## src/rtl/gpio_bank_pkg.sv

```systemverilog
package gpio_bank_pkg;
  localparam int IDX_W = 8;
  localparam int NFEAT = 8;

  // Feature group order fixes the address map; do not reorder.
  typedef enum logic [2:0] {
    FT_LEVEL = 3'd0,
    FT_DIR   = 3'd1,
    FT_SET   = 3'd2,
    FT_CLR   = 3'd3,
    FT_RISE  = 3'd4,
    FT_FALL  = 3'd5,
    FT_FLAG  = 3'd6,
    FT_ALT   = 3'd7
  } feat_e;

  typedef struct packed {
    logic             hit;     // address maps to a register word
    feat_e            feat;    // selected feature group
    logic [IDX_W-1:0] idx;     // word index within the group
    logic [NFEAT-1:0] wrStrb;  // one-hot write strobe per group
  } bus_strobe_t;
endpackage

```

## src/rtl/gpio_bank_ctrl.sv

```systemverilog
module gpio_bank_ctrl
  import gpio_bank_pkg::*;
#(
  parameter int NUM_PINS = 64,
  parameter int ADDR_W   = 8
) (
  input  logic              clk,
  input  logic              rstN,
  input  logic [ADDR_W-1:0] busAddr,
  input  logic              busWrEn,
  output bus_strobe_t       strb
);
  localparam int unsigned NREG  = NUM_PINS / 32;
  localparam int unsigned BASE7 = 7 * NREG;
  localparam int unsigned WORDS = 9 * NREG;

  always_comb begin
    int unsigned wordNum;
    wordNum = 32'(busAddr[ADDR_W-1:2]);
    strb = '0;
    if (wordNum < BASE7) begin
      strb.hit  = 1'b1;
      strb.feat = feat_e'(3'(wordNum / NREG));
      strb.idx  = IDX_W'(wordNum % NREG);
    end else if (wordNum < WORDS) begin
      strb.hit  = 1'b1;
      strb.feat = FT_ALT;
      strb.idx  = IDX_W'(wordNum - BASE7);
    end
    if (strb.hit && busWrEn) strb.wrStrb[strb.feat] = 1'b1;
  end

  // no group sees a write strobe for an unmapped address
  p_unmapped_quiet_r11: assert property (@(posedge clk) disable iff (!rstN)
    (32'(busAddr[ADDR_W-1:2]) >= WORDS) |-> (strb.wrStrb == '0));
endmodule

```

## src/rtl/gpio_bank_dp.sv

```systemverilog
module gpio_bank_dp
  import gpio_bank_pkg::*;
#(
  parameter int NUM_PINS = 64
) (
  input  logic                  clk,
  input  logic                  rstN,
  input  bus_strobe_t           strb,
  input  logic [31:0]           wrData,
  input  logic [NUM_PINS-1:0]   pinIn,
  output logic [31:0]           rdData,
  output logic [NUM_PINS-1:0]   pinOut,
  output logic [NUM_PINS-1:0]   pinOe,
  output logic [2*NUM_PINS-1:0] altSel,
  output logic                  irq
);
  localparam int NREG = NUM_PINS / 32;
  localparam int NALT = NUM_PINS / 16;

  logic [NUM_PINS-1:0]   syncA, syncB, prevB;
  logic [NUM_PINS-1:0]   dirReg, outReg, riseEn, fallEn, edgeFlag;
  logic [NUM_PINS-1:0]   edgeHit, flagClr;
  logic [2*NUM_PINS-1:0] altReg;

  // Two-flop synchronizer plus the previous sample for edge detection
  always_ff @(posedge clk or negedge rstN) begin
    if (!rstN) begin
      syncA <= '0;
      syncB <= '0;
      prevB <= '0;
    end else begin
      syncA <= pinIn;
      syncB <= syncA;
      prevB <= syncB;
    end
  end

  assign edgeHit = (syncB & ~prevB & riseEn) | (~syncB & prevB & fallEn);

  always_comb begin
    flagClr = '0;
    for (int w = 0; w < NREG; w++)
      if (strb.wrStrb[FT_FLAG] && strb.idx == IDX_W'(w)) flagClr[w*32 +: 32] = wrData;
  end

  // Configuration and output latch
  always_ff @(posedge clk or negedge rstN) begin
    if (!rstN) begin
      dirReg <= '0;
      outReg <= '0;
      riseEn <= '0;
      fallEn <= '0;
      altReg <= '0;
    end else begin
      for (int w = 0; w < NREG; w++) begin
        if (strb.idx == IDX_W'(w)) begin
          if (strb.wrStrb[FT_DIR])  dirReg[w*32 +: 32] <= wrData;
          if (strb.wrStrb[FT_SET])  outReg[w*32 +: 32] <= outReg[w*32 +: 32] | wrData;
          if (strb.wrStrb[FT_CLR])  outReg[w*32 +: 32] <= outReg[w*32 +: 32] & ~wrData;
          if (strb.wrStrb[FT_RISE]) riseEn[w*32 +: 32] <= wrData;
          if (strb.wrStrb[FT_FALL]) fallEn[w*32 +: 32] <= wrData;
        end
      end
      for (int a = 0; a < NALT; a++)
        if (strb.wrStrb[FT_ALT] && strb.idx == IDX_W'(a)) altReg[a*32 +: 32] <= wrData;
    end
  end

  // Sticky flags: a new edge wins over a coincident clear
  always_ff @(posedge clk or negedge rstN) begin
    if (!rstN) edgeFlag <= '0;
    else       edgeFlag <= (edgeFlag & ~flagClr) | edgeHit;
  end

  always_comb begin
    rdData = '0;
    if (strb.hit) begin
      if (strb.feat == FT_ALT) begin
        for (int a = 0; a < NALT; a++)
          if (strb.idx == IDX_W'(a)) rdData = altReg[a*32 +: 32];
      end else begin
        for (int w = 0; w < NREG; w++) begin
          if (strb.idx == IDX_W'(w)) begin
            case (strb.feat)
              FT_LEVEL: rdData = syncB[w*32 +: 32];
              FT_DIR:   rdData = dirReg[w*32 +: 32];
              FT_RISE:  rdData = riseEn[w*32 +: 32];
              FT_FALL:  rdData = fallEn[w*32 +: 32];
              FT_FLAG:  rdData = edgeFlag[w*32 +: 32];
              default:  rdData = '0;
            endcase
          end
        end
      end
    end
  end

  assign pinOut = outReg;
  assign pinOe  = dirReg;
  assign altSel = altReg;
  assign irq    = |edgeFlag;

  // set and clear words act on the first word's latches
  p_set_high_r3: assert property (@(posedge clk) disable iff (!rstN)
    (strb.wrStrb[FT_SET] && strb.idx == '0) |=> ((outReg[31:0] & $past(wrData)) == $past(wrData)));
  p_clr_low_r3: assert property (@(posedge clk) disable iff (!rstN)
    (strb.wrStrb[FT_CLR] && strb.idx == '0) |=> ((outReg[31:0] & $past(wrData)) == '0));
  // a flag only rises after an enabled edge was seen
  p_flag_needs_edge_r5: assert property (@(posedge clk) disable iff (!rstN)
    rstN |=> ((edgeFlag & ~$past(edgeFlag) & ~$past(edgeHit)) == '0));
  // flags stay set unless cleared; a detected edge is never lost
  p_flag_sticky_r7: assert property (@(posedge clk) disable iff (!rstN)
    rstN |=> (($past(edgeFlag) & ~$past(flagClr) & ~edgeFlag) == '0));
  p_edge_not_lost_r7: assert property (@(posedge clk) disable iff (!rstN)
    (edgeHit != '0) |=> ((edgeFlag & $past(edgeHit)) == $past(edgeHit)));
  // the interrupt rises only after an edge was captured
  p_irq_from_edge_r9: assert property (@(posedge clk) disable iff (!rstN)
    $rose(irq) |-> $past(edgeHit != '0));
endmodule

```

## src/rtl/gpio_bank.sv

```systemverilog
module gpio_bank
  import gpio_bank_pkg::*;
#(
  parameter int NUM_PINS = 64,
  parameter int ADDR_W   = 8
) (
  input  logic                  clk,
  input  logic                  rstN,
  input  logic [ADDR_W-1:0]     busAddr,
  input  logic                  busWrEn,
  input  logic [31:0]           busWrData,
  output logic [31:0]           busRdData,
  input  logic [NUM_PINS-1:0]   pinIn,
  output logic [NUM_PINS-1:0]   pinOut,
  output logic [NUM_PINS-1:0]   pinOe,
  output logic [2*NUM_PINS-1:0] altSel,
  output logic                  irq
);
  bus_strobe_t strb;

  gpio_bank_ctrl #(.NUM_PINS(NUM_PINS), .ADDR_W(ADDR_W)) uCtrl (
    .clk(clk), .rstN(rstN), .busAddr(busAddr), .busWrEn(busWrEn), .strb(strb)
  );

  gpio_bank_dp #(.NUM_PINS(NUM_PINS)) uDp (
    .clk(clk), .rstN(rstN), .strb(strb), .wrData(busWrData), .pinIn(pinIn),
    .rdData(busRdData), .pinOut(pinOut), .pinOe(pinOe), .altSel(altSel), .irq(irq)
  );
endmodule

```

## config.mk

```make
export PLATFORM = sky130hd
export DESIGN_NAME = gpio_bank
export DESIGN_NICKNAME = d
export VERILOG_FILES = /design/src/rtl/gpio_bank_pkg.sv /design/src/rtl/gpio_bank_ctrl.sv /design/src/rtl/gpio_bank_dp.sv /design/src/rtl/gpio_bank.sv
export SDC_FILE = /design/constraint.sdc
export NUM_CORES = 1
export LEC_CHECK = 0
export BUFFER_PORTS_ARGS = -buffer_cell sky130_fd_sc_hd__buf_2
export CORE_MARGIN = 3
export CORE_UTILIZATION = 45
export DETAILED_ROUTE_END_ITERATION = 12
export PLACE_DENSITY = 0.62
export RECOVER_POWER = 50
export SLEW_MARGIN = 0
export SYNTH_ARGS = -nofsm -noshare
export SYNTH_HDL_FRONTEND = slang
export SYNTH_SLANG_ARGS = --single-unit
```

## constraint.sdc

```tcl
create_clock -name clk -period 10.6 [get_ports clk]
set_input_delay 3.18 -clock clk [delete_from_list [all_inputs] [get_ports clk]]
set_output_delay 3.18 -clock clk [all_outputs]
set_load 0.02 [all_outputs]
```

==> results of run 1 <==
## through the flow
stage               setup WS (ns)  total power (W)  instances  hold WS [ns]
CTS                          1.27          0.00614       3224         0.344
global placement             1.32          0.00364       3101         0.334
detailed placement           1.27          0.00367       3101         0.335
global route                0.568          0.00629       3226         0.348
finish                       1.28          0.00606       3227         0.343
floorplan                    2.20          0.00330       2055         0.331
## metal layers
layer / vias to the layer above / routed length, um / global-route usage
met2: 762 / 39700 / 0.428
met4: 8 / 3230 / 0.104
met1: 9903 / 34800 / 0.352
met5: - / 59 / 0
met3: 177 / 6840 / 0.0679
li1: 8274 / - / -
## how the worst max path moves through the flow
stage / from / to / cells after the start
2_1_floorplan: busAddr[3] / busRdData[24] / 8
3_3_place_gp: busAddr[3] / busRdData[9] / 9
3_5_place_dp: busAddr[3] / busRdData[9] / 9
4_1_cts: busAddr[3] / busRdData[9] / 9
5_1_grt: rstN / async pin / 3
6_report: busAddr[3] / busRdData[9] / 9
## registers in the layout, summed over array words and instances (netlist names), named ones only
name          count
uDp.syncA        64
uDp.fallEn       64
uDp.altSel      128
uDp.syncB        64
uDp.edgeFlag     64
uDp.pinOe        64
uDp.prevB        64
uDp.riseEn       64
## synth_stat cells (3+ instances only)
library cell,count
nor3_1,7
nand3b_1,65
buf_2,36
a222oi_1,60
o21ai_0,65
o211ai_1,95
and4_1,5
clkbuf_1,113
inv_1,35
o211a_1,30
nor4_1,17
and3_1,3
nor4b_4,3
dfrtp_1,640
mux2_1,346
mux2i_1,5
buf_6,6
mux2_2,97
nor2_1,9
buf_4,6
nand2b_1,5
nand3_1,34
a2111o_1,30
o22ai_1,3
nor3b_1,3
a21oi_1,62
nand2_1,222
and4b_1,3
nand4_1,9
## cell families (layout without fill, tap and decap cells)
group                    count (synthesis)  after routing  synth area share
AND/OR/NAND/NOR                        404            404            0.0797
flip-flops                             640            640             0.596
XOR/XNOR                                 1              1          0.000326
other                                    0              3                 0
buffers and inverters                  197            601            0.0317
adder cells (fa/ha/maj)                  1              1          0.000466
multiplexers                           448            448             0.188
AO/OA/AOI/OAI                          364            364             0.104
## area by class of cell
| cell class | count | area [um^2] |
|---|---|---|
| fill | 5045 | 26800 |
| timing repair buffer | 442 | 2050 |
| clock inverter | 21 | 231 |
| sequential | 640 | 16000 |
| multi-input combinational | 1218 | 10100 |
| inverter | 36 | 135 |
| clock buffer | 102 | 2110 |
| tap | 765 | 957 |
| antenna | 3 | 7.51 |
## power breakdown
part | leakage (nW) | internal, W | total (W) | switching, W
logic | 5.36 | 0.000259 | 0.000748 | 0.000489
clock network | 1.15 | 0.00148 | 0.00246 | 0.000985
registers | 7.95 | 0.00267 | 0.00285 | 0.000173
total | 14.5 | 0.00441 | 0.00606 | 0.00165
## placed cells by master, fill, tap and decap left out, types with 3 or more instances in the layout
cell,instances
dfrtp_1,640
mux2_1,346
clkbuf_1,283
nand2_1,222
buf_2,123
mux2_2,97
o211ai_1,95
clkbuf_16,74
nand3b_1,65
o21ai_0,65
a21oi_1,61
a222oi_1,60
buf_4,45
inv_1,35
nand3_1,34
o211a_1,30
a2111o_1,30
nor4_1,17
clkbuf_8,15
clkinv_2,11
nand4_1,9
nor3_1,7
and4_1,5
mux2i_1,5
nor2_4,5
nor4b_4,4
nor2_1,4
bufinv_16,4
buf_12,4
diode_2,3
nand2b_1,3
nor3b_1,3
and4b_1,3
o22ai_1,3
clkinvlp_4,3
==> metrics.txt, run 1 <==
status finished, violations left; failing checks max-capacitance violations, max-slew violations; Worst EP required 7.42 ns; startpoint types input pin; Syn Area/Cell 13.1 um^2; Clock transition at path regs ~0.06 ns; distinct cell type count after synthesis 58; Max IR drop VDD 0.000139 V; R2R cell count 1; hold-critical path depth 0; # hold bufs at CTS 0; Slew Limit Fails 135; Cell Pwr Density 192 mW/mm^2; Final Skew 0.0198 ns; Horiz. Die Dim 250 um; fin crit share 0.879; post-layout util 0.542; share of cells above drive strength 1 0.167; routed vias 19100; Die Y 250 um; Vias/cell between 5 and 6; Static Leakage approximately 14 nW; most frequent CP cell buf_4; HP Class reg -> reg; largest net degree at the start of global routing 189; die area 0.0627 mm^2; Cell Area, Placed 0.0296 mm^2; cell taking the most area after synthesis dfrtp_1; std cell rows 88; worst reg2reg path endpoint uDp.pinOe[30]; flops & latches, synth 640; RSZ-0062 raised after global routing no; top cell type's share of synthesized area 0.596; final hold violations 0; leading post-synthesis cells by cell area dfrtp_1 (60%), mux2_1 (15%), mux2_2 (4.1%); dpl hpwl 55800 um; setup TNS 0 ns; delay-heaviest family, CP compound AO/OA/AOI/OAI gates; # setup viols final 0; crit-path max cell delay 0.55 ns; max_slew headroom -2.70; clock buffer depth 3; ys flop type dfrtp_1; IO buf count 393; CP endpoint kind output pin; CP arrival 6.14 ns; CP Cell Sequence buf_4, buf_4, nor4b_4, a2bb2oi_4, buf_4, a222oi_1, a21oi_1, a2111o_1, buf_2; H-tree depth 3; WL per Instance about 26 um; Mapped Nets 2163; clock root buffer clkbuf_16; initial antenna violation count 7; setup slack, reg-to-reg 9.70 ns; global-route wire length before repair 128000 um; clock latency on the worst-skew pair 0.60 ns; slowest CP cell nor4b_4; vias in the first global route just under 20000; Finished Cell Area between 0.03 and 0.04 mm^2; ys async rst share 1.00; GRT overflow 0; post-CTS sizing 0; worst slew pin tran 5.54 ns; Hold Path Sink uDp.syncB[40]; Starting DRT DRC Count 1856; CTS buffer count 70; Ports roughly 400; Core Area just under 0.06 mm^2; synthesized cell area 0.0269 mm^2; residual DRC count 0; clk sinks 640; Pre-antenna DRT Iters 7; nets@finish 2516; RD Place Congestion between 0.8 and 0.9; Post-synth EDFFs 0; Max Cap Violations 2; fin crit period between 9 and 10 ns; CP Buf/Inv Count 4; Reg-to-Reg Start uDp.pinOe[30]; CTS tree built; post-synthesis cell count 2055; worst-path fanout max 33; Starting Density 0.460; Seq/Total Area, Yosys 0.596; Total GRT Usage 0.268; CP Class in -> out; synth-to-layout area growth 17.6%; routed wire length ~85000 um; Synthesis Warnings 0; Min-Delay Startpoint uDp.syncA[40]; post-CTS setup buffers 0; antenna viol nets, final 0; highest clock rate 107 MHz
(Power assumes the default switching activity.)
==> run 2: changes to the inputs <==
--- a/config.mk
+++ b/config.mk
@@ -9,7 +9,7 @@
 export CORE_MARGIN = 3
 export CORE_UTILIZATION = 45
 export DETAILED_ROUTE_END_ITERATION = 12
-export PLACE_DENSITY = 0.62
+export PLACE_DENSITY = 0.65
 export RECOVER_POWER = 50
 export SLEW_MARGIN = 0
 export SYNTH_ARGS = -nofsm -noshare
==> constraint.sdc (replaced) <==
create_clock -name clk -period 7.5 [get_ports clk]
set_input_delay 2.25 -clock clk [delete_from_list [all_inputs] [get_ports clk]]
set_output_delay 2.25 -clock clk [all_outputs]
set_load 0.02 [all_outputs]
==> metrics.txt, run 2 (synthesis results as in run 1) <==
status finished, violations left; failing checks max-capacitance violations, max-slew violations; CTS buffer count 68 (-2.9%); worst slew pin tran 2.73 ns (-2.82 ns); Static Leakage 15.3 nW (+5.6%); synth-to-layout area growth 18.6%; Worst EP required 5.25 ns (-2.17 ns); commonest non-fill, non-tap cells in the layout dfrtp_1 (640), mux2_1 (346), buf_2 (318); Starting Density 0.460 (unchanged); highest clock rate 141 MHz; Max IR drop VDD 0.000194 V (+40%); antenna viol nets, final 0 (unchanged); global-route wire length before repair 129000 um (+1.2%); placed cells 3107 (+0.19%); Slew Limit Fails 653 (+380%); std cell rows 88 (unchanged); Finished Cell Area 0.0319 mm^2 (+0.85%); Max Cap Violations 7 (+5); # hold bufs at CTS 0 (unchanged); Vias/cell 6.01 (+1.4%); hold-critical path depth 0 (unchanged); post-CTS setup buffers 0 (unchanged); final hold violations 0 (unchanged); IO buf count 393 (unchanged); CP Class in -> out; routed vias 19400 (+1.4%); initial antenna violation count 5 (-2); Setup WS post-layout 0.403 ns (-0.880 ns); setup slack, reg-to-reg 6.61 ns (-3.09 ns); CP endpoint kind output pin; Int Power 0.00630 W (+43%); Pre-antenna DRT Iters 8 (+1); worst-path fanout max 25 (-24%); fin crit period approximately 7 ns; CP Cell Sequence buf_4, ha_1, and3b_1, o221a_2, nor4b_4, buf_12, o221ai_1, o211ai_1, buf_2; # setup viols final 0 (unchanged); CTS tree built; Starting DRT DRC Count 1634 (-12%); die area 0.0627 mm^2 (unchanged); Flop pwr share 0.468 (-0.002); Layout Cells excl Fill 3226 (-0.031%); crit-path max cell delay 0.42 ns (-0.13 ns); Cell Pwr Density 270 mW/mm^2 (+41%); setup TNS 0 ns (unchanged); worst reg2reg path endpoint uDp.altSel[31]; Cell Area, Placed 0.0297 mm^2 (+0.28%); max_slew headroom -0.818 (+1.88); dpl hpwl 56800 um (+1.8%); RSZ-0062 raised after global routing no; fill cell count 4941 (-2.1%); clock latency on the worst-skew pair 0.60 ns (about the same); Clock transition at path regs 0.06 ns (about the same); Core Area 0.0584 mm^2 (unchanged); clock root buffer clkbuf_16; slowest CP cell nor4b_4; startpoint types input pin; Horiz. Die Dim 250 um (unchanged); CP Buf/Inv Count 3 (-1); net switching power 0.00230 W (+39%); delay-heaviest family, CP compound AO/OA/AOI/OAI gates; Reg-to-Reg Start uDp.altSel[31]; worst slack, placed 0.430 ns (-0.837 ns); Total GRT Usage 0.270 (+0.00227); R2R cell count 1 (unchanged); GRT overflow 0 (unchanged); clock buffer depth 3 (unchanged); Ports 396 (unchanged); WL per Instance 26.3 um (+0.44%); max reg flops 128 (unchanged); CP arrival 4.85 ns (-1.29 ns); switch share 0.267 (-0.00474); HP Class reg -> reg; Clk pwr share 0.405 (-0.002); nets@finish 2520 (+0.16%); Hold Path Sink uDp.syncB[60]; routed wire length 84900 um (+0.40%); post-CTS sizing 0 (unchanged); residual DRC count 0 (unchanged); commonest non-fill, non-tap cell in the layout dfrtp_1; H-tree depth 3 (unchanged); Die Y 250 um (unchanged); fin crit share 0.946; Combinational Power Share 0.127 (+0.003); largest net degree at the start of global routing 178 (-5.8%); Min-Delay Startpoint uDp.syncA[60]; Final Skew 0.0159 ns (-0.00386 ns); RD Place Congestion 0.841 (-1.4%); share of cells above drive strength 1 0.246 (+0.0793); clk sinks 640 (unchanged); vias in the first global route 20300 (+2.7%)
[run 2: layer usage]
layer / GRT usage / up-vias / routed length [um]
met1: 0.365 / 10200 / 35700
met3: 0.0486 / 162 / 5620
li1: - / 8286 / -
met5: 0 / - / 13
met4: 0.0946 / 2 / 2830
met2: 0.441 / 769 / 40800
[run 2: metrics by stage]
stage	util	hold WS [ns]	total power, W
2_1_floorplan	-	0.331	0.00466
3_3_place_gp	0.509	0.334	0.00515
3_5_place_dp	0.509	0.335	0.00520
4_1_cts	0.548	0.347	0.00869
5_1_grt	0.546	0.350	0.00893
6_report	0.546	0.344	0.00860
[run 2: final cells by class]
type | instances | area, um^2 | share of cell area
Antenna cell | 2 | 5.00 | 0.000157
Clock buffer | 100 | 2080 | 0.0652
Clock inverter | 17 | 239 | 0.00750
Inverter | 36 | 135 | 0.00424
Multi-Input combinational cell | 1218 | 10100 | 0.317
Sequential cell | 640 | 16000 | 0.503
Tap cell | 765 | 957 | 0.0300
Timing Repair Buffer | 448 | 2340 | 0.0734
[run 2: worst max-delay path by stage]
stage / startpoint / end / slack, ns / depth (start not counted)
after floorplan: busAddr[3] / busRdData[24] / 0.96 / 8
final: busAddr[3] / busRdData[31] / 0.40 / 9
after global routing: busAddr[4] / busRdData[15] / 0.33 / 9
after CTS: busAddr[3] / busRdData[31] / 0.42 / 9
after detailed placement: busAddr[3] / busRdData[31] / 0.43 / 9
after global placement: busAddr[3] / busRdData[31] / 0.44 / 9
[run 2: power by group through the flow]
| stage | sequential (W) | clock (W) | combinational (W) |
|---|---|---|---|
| detailed placement | 0.00408 | 0 | 0.00112 |
| CTS | 0.00402 | 0.00354 | 0.00112 |
| global route | 0.00406 | 0.00369 | 0.00118 |
| finish | 0.00402 | 0.00348 | 0.00109 |
| global placement | 0.00405 | 0 | 0.00109 |
| floorplan | 0.00423 | 0 | 0.000437 |
